[src/rtl/scan_hold_reg.sv]
module scan_hold_reg #(
  parameter int N = 8
) (
  input  logic         clk,
  input  logic         rst_n,
  input  logic         test_en,
  input  logic         hold,
  input  logic [N-1:0] func_d,
  input  logic         scan_in,
  output logic [N-1:0] func_q,
  output logic         scan_out
);

  logic [N-1:0] cells;
  logic [N-1:0] held;
  logic [N-1:0] shift_src;
  logic [N-1:0] nxt;

  generate
    if (N == 1) begin : g_single
      assign shift_src = scan_in;
    end else begin : g_chain
      assign shift_src = {cells[N-2:0], scan_in};
    end
  endgenerate

  assign nxt = test_en ? shift_src : func_d;

  always_ff @(posedge clk or negedge rst_n) begin
    if (!rst_n) begin
      cells <= '0;
      held  <= '0;
    end else begin
      cells <= nxt;
      if (!hold) held <= nxt;
    end
  end

  assign func_q   = held;
  assign scan_out = cells[N-1];

endmodule

[config.mk]
export PLATFORM = sky130hd
export DESIGN_NAME = scan_hold_reg
export DESIGN_NICKNAME = d
export VERILOG_FILES = /design/src/rtl/scan_hold_reg.sv
export SDC_FILE = /design/constraint.sdc
export NUM_CORES = 1
export LEC_CHECK = 0
export BUFFER_PORTS_ARGS = -buffer_cell sky130_fd_sc_hd__buf_2
export CORE_AREA = 4 4 56 58
export DETAILED_ROUTE_END_ITERATION = 10
export DIE_AREA = 0 0 60 62
export PLACE_DENSITY = 0.53
export SYNTH_ARGS = -nofsm -noshare
export SYNTH_HDL_FRONTEND = slang
export SYNTH_SLANG_ARGS = --single-unit
[constraint.sdc]
create_clock -name clk -period 1.65 [get_ports clk]
set_input_delay 0.165 -clock clk [delete_from_list [all_inputs] [get_ports clk]]
set_output_delay 0.165 -clock clk [all_outputs]
set_load 0.02 [all_outputs]
==> impl_metrics.tcl, run 1 <==
set metrics [dict create \
    synth_top_flop_cell "dfrtp_1" \
    via_per_inst 4.01 \
    grt_pass1_vias 444 \
    min_path_type "in -> reg" \
    crit_type "reg -> reg" \
    drive_gt1_share_pct 70.2 \
    syn_area_per_cell_um2 18.4 \
    die_height_um 62 \
    crit_start "cells[0]" \
    cp-start-kind "flip-flop" \
    maxCapViolCount 0 \
    switching_share_pct 25.8 \
    ff2ff_setup_slack_ns 0.65 \
    drtAntennaViolNets 0 \
    grt_max_degree 17 \
    clk_latency_ns 0.27 \
    start_util_pct 23.5 \
    final_hold_viol_count 0 \
    antenna_found_initial 0 \
    intPower_mw 0.606 \
    switching_power_mw 0.211 \
    crit_arrival_ns 1.17 \
    outcome "finished, final reports clean" \
    pwr-share-seq_pct 55.8 \
    combPwrFrac_pct 20.7 \
    share_clk_of_total_power_pct 23.5 \
    wire_per_inst_um 12.4 \
    final_design_area_no_fill_um2 787 \
    synth_cells 34 \
    synth_edf_count 0 \
    worstPathRequired_ns 1.81 \
    cts.reportedPaths.clkPinSlew_ns 0.08 \
    drt_iter0_drc 1 \
    synth_area_um2 626 \
    cp_cell_sequence "mux2_4 -> mux2_2" \
    cp_num_buf_inv 0 \
    rows 19 \
    leakage_nw 0.385 \
    maxSlewHeadroom_pct 76.7 \
    die_width_um 60 \
    synth_area_leaders "dfrtp_1, mux2_4, mux2_2" \
    boundaryPins 22 \
    cts_resized 0 \
    worst_pin_slew_ns 0.349 \
    cts.path.max_buffers 2 \
    synthesis.nets 47 \
    holdPathStages 2 \
    cts.sinks 16 \
    cts_tree "done" \
    synth_top_cell_area_share_pct 64.0 \
    max_stage_delay_ns 0.38 \
    num_antenna_cells 0 \
    numCtsBuffers 3 \
    gp_congestion 0.599 \
    rsz0062_at_grt "false" \
    ys_seq_area_share_pct 64.0 \
    power.total_mw 0.817 \
    synth_top_cell_by_area "dfrtp_1" \
    drt_wl_total_um 1090 \
    fmax_ghz 0.996 \
    holdPathEnd "cells[0]" \
    final_nets 72 \
    place_inst 84 \
    coreArea_um2 2660 \
    p_per_area_nw_per_um2 1040 \
    grtUsageTotal_pct 7.13 \
    setup_violations 0 \
    skew_ns 0.00206 \
    reg2reg_depth 2 \
    r2r-end "func_q[1]" \
    slew_viol_final 0 \
    grt_pass1_wl_um 1900 \
    yosysMostFrequentCell "dfrtp_1" \
    portBuffers 21 \
    ys_warn_count 0 \
    ys_ff_latch 16 \
    synth_cell_type_count 5 \
    synthTopCellsByCount "dfrtp_1, mux2_2, mux2_4" \
    cts_max_level 1 \
    fin_setup_tns_ns 0 \
    ys_async_sr_fraction_pct 100 \
    dieArea_um2 3720 \
    crit_fanout 2 \
    end_kind "flip-flop" \
    postPlaceCellArea_um2 754 \
    final_cells 88 \
    grt_overflow_total 0 \
    rr_startpoint "cells[0]" \
    vias 353 \
    ir_drop_mv 0.476 \
    hold_start "scan_in" \
    dr.pass1.iters 2 \
    clock-root-buffer "clkbuf_4" \
    period_minus_slack_ns 1.00 \
    period_share_pct 60.9 \
    drc_errors 0 \
    syn_to_final_growth_pct 25.8 \
    cp_top_family "multiplexers" \
    crit_slowest_cell "dfrtp_1" \
]
## layout make-up
class	instances	area [um^2]
fillers	288	1880
flip-flops and latches	16	400
multi-input cells	16	210
repair buffers	22	115
well taps	31	38.8
clock buffers	3	22.5
## metrics by stage
step           hold WS, ns  utilization, %  setup WS (ns)
5_1_grt              0.122            29.6          0.613
3_3_place_gp        0.0968            28.3          0.521
4_1_cts              0.116            29.6          0.642
2_1_floorplan       -0.131               -          0.686
3_5_place_dp        0.0947            28.3          0.504
6_report             0.127            29.6          0.646
## layer usage
| metal | share of wire [%] | vias to the layer above | routed length, um | track usage (%) |
|---|---|---|---|---|
| li1 | - | 165 | - | - |
| met1 | 43 | 172 | 466 | 8.43 |
| met2 | 48 | 16 | 520 | 11.1 |
| met3 | 9.6 | 0 | 105 | 3.51 |
| met4 | 0 | 0 | 0 | 2.85 |
| met5 | 0 | - | 0 | 0 |
## layout by cell type, fill, tap and decap left out, drive strengths merged
cell / instances
clkbuf: 3
dfrtp: 16
mux2: 16
dlygate4sd3: 1
buf: 21
## cells by family (layout without fill, tap and decap cells)
| group | after synthesis | in the layout | synth area share [%] |
|---|---|---|---|
| buffers and inverters | 2 | 25 | 2.40 |
| flip-flops | 16 | 16 | 64.0 |
| multiplexers | 16 | 16 | 33.6 |
## how the worst max path moves through the flow
stage                      endpoint  slack [ns]  depth (start not counted)
after floorplan           func_q[0]        0.69                          3
after global placement    func_q[1]        0.52                          3
after detailed placement  func_q[2]        0.50                          3
after CTS                 func_q[1]        0.64                          2
after global routing      func_q[2]        0.61                          1
final                     func_q[1]        0.65                          2
## power by group through the flow
stage	Clock, mW	Combinational, mW	Sequential, mW
after global routing	0.220	0.185	0.462
after global placement	0	0.169	0.464
after CTS	0.204	0.173	0.457
after floorplan	0	0.0707	0.502
final	0.192	0.169	0.456
after detailed placement	0	0.171	0.464
## flip-flops by register name (all words and copies together), names as in the netlist
name	count
cells	8
func_q	8
## timing repair
item | CTS | global route
endpoints found under the hold margin | 16 | 0
hold buffers | 1 | 0
buffers inserted | 0 | 0
(Power assumes the default switching activity.)
==> run 2, diff against run 1 <==
clock period = 1 ns   (was 1.65 ns; I/O delays follow)
==> run 2 against run 1 <==
Routed wire length up 1.6%. Register-to-register slack worse by 0.64 ns. Non-clock buffer count up 2. Setup slack worse by 0.64 ns. First-iteration DRC count unchanged. Via count up 2.5%. Maximum frequency up 0.60%. Cell count up 2.3%. Sequential share of layout area down 0.95 points. Clock-buffer cell count unchanged. Critical path type unchanged. Largest cell class unchanged.
==> impl_metrics.tcl, run 2 (synthesis gave the netlist of run 1 again) <==
set metrics [dict create \
    outcome "finished, final reports clean" \
    vias 362 \
    grt_pass1_vias 450 \
    drtAntennaViolNets 0 \
    holdWs_ns 0.0618 \
    drive_gt1_share_pct 71.2 \
    skew_ns 0.00193 \
    dr.pass1.iters 2 \
    antenna_found_initial 0 \
    final_cells 90 \
    worstPathRequired_ns 1.16 \
    numCtsBuffers 3 \
    holdPathStages 2 \
    num_antenna_cells 0 \
    grtUsageTotal_pct 7.21 \
    grt_max_degree 17 \
    place_inst 84 \
    final_nets 74 \
    maxSlewHeadroom_pct 76.8 \
    coreArea_um2 2660 \
    clock-root-buffer "clkbuf_4" \
    die_width_um 60 \
    drc_errors 0 \
    maxCapViolCount 0 \
    end_kind "flip-flop" \
    reg2reg_depth 2 \
    via_per_inst 4.02 \
    worst_pin_slew_ns 0.348 \
    leakage_nw 0.394 \
    final_common_cell "buf_2" \
    period_share_pct 99.8 \
    crit_fanout 2 \
    cts.reportedPaths.clkPinSlew_ns 0.08 \
    fin_util_pct 30.1 \
    portBuffers 21 \
    min_path_type "in -> reg" \
    slew_viol_final 0 \
    wire_per_inst_um 12.3 \
    grt_overflow_total 0 \
    syn_to_final_growth_pct 28.2 \
    final_cell_mix "buf_2, dfrtp_1, mux2_4, mux2_2, clkbuf_4" \
    grt_pass1_wl_um 1930 \
    crit_arrival_ns 1.16 \
    p_per_area_nw_per_um2 1690 \
    crit_type "reg -> reg" \
    rsz0062_at_grt "true" \
    cts_tree "done" \
    cp-start-kind "flip-flop" \
    final_hold_viol_count 0 \
    ir_drop_mv 0.803 \
    setup_violations 0 \
    fmax_ghz 1.00 \
    cts.sinks 16 \
    drt_wl_total_um 1110 \
    rows 19 \
    cts.path.max_buffers 2 \
    clk_latency_ns 0.27 \
    die_height_um 62 \
    period_minus_slack_ns 0.998 \
    boundaryPins 22 \
    dieArea_um2 3720 \
    drt_iter0_drc 1 \
    gp_congestion 0.599 \
    cts_max_level 1 \
    start_util_pct 23.5 \
]
-- run 2: cell type report --
cell class,count,area [um^2]
repair buffers,24,130
multi-input cells,16,210
well taps,31,38.8
flip-flops and latches,16,400
fillers,286,1860
clock buffers,3,22.5
-- run 2: timing repair --
action	4_1_cts	5_1_grt
hold buffers	1	0
hold endpoints to repair	16	0
setup buffers	1	1
setup endpoints to repair	3	7
resized for setup	0	0
-- run 2: power by group --
group / total [mW] / internal (mW) / leakage [nW] / switching, mW
clock network: 0.317 / 0.139 / 0.0138 / 0.177
logic: 0.289 / 0.146 / 0.194 / 0.143
registers: 0.753 / 0.723 / 0.187 / 0.0296
total: 1.36 / 1.01 / 0.394 / 0.350
-- run 2: metrics by stage --
stage | worst slack, ns | TNS, ns | area (um^2) | total power, mW
floorplan | 0.0429 | 0 | 626 | 0.945
global placement | -0.0641 | -0.469 | 754 | 1.04
detailed placement | -0.0809 | -0.615 | 754 | 1.05
CTS | -0.00399 | -0.00530 | 795 | 1.38
global route | -0.0301 | -0.127 | 802 | 1.44
finish | 0.00180 | 0 | 802 | 1.36
-- run 2: worst max-delay path, stage by stage, from the launching register on --
cell     delay [ns]
dfrtp_1        0.37
mux2_4         0.26
mux2_2         0.26
-- run 2: final timing paths --
kind,from,slack [ns],to
setup reg to reg,cells[1],0.002,func_q[2]
hold reg to reg,cells[3],0.50,cells[4]
hold / removal,scan_in,0.06,cells[0]
min in group asynchronous,rst_n,0.25,cells[0]
max in group asynchronous,rst_n,0.49,func_q[3]
setup / recovery,cells[1],0.002,func_q[2]
-- run 2: layer usage --
| metal | GRT usage [%] | vias to the layer above | wire length, um |
|---|---|---|---|
| met5 | 0 | - | 0 |
| met4 | 2.85 | 0 | 0 |
| li1 | - | 169 | - |
| met2 | 11.4 | 16 | 532 |
| met3 | 3.51 | 0 | 105 |
| met1 | 8.43 | 177 | 471 |
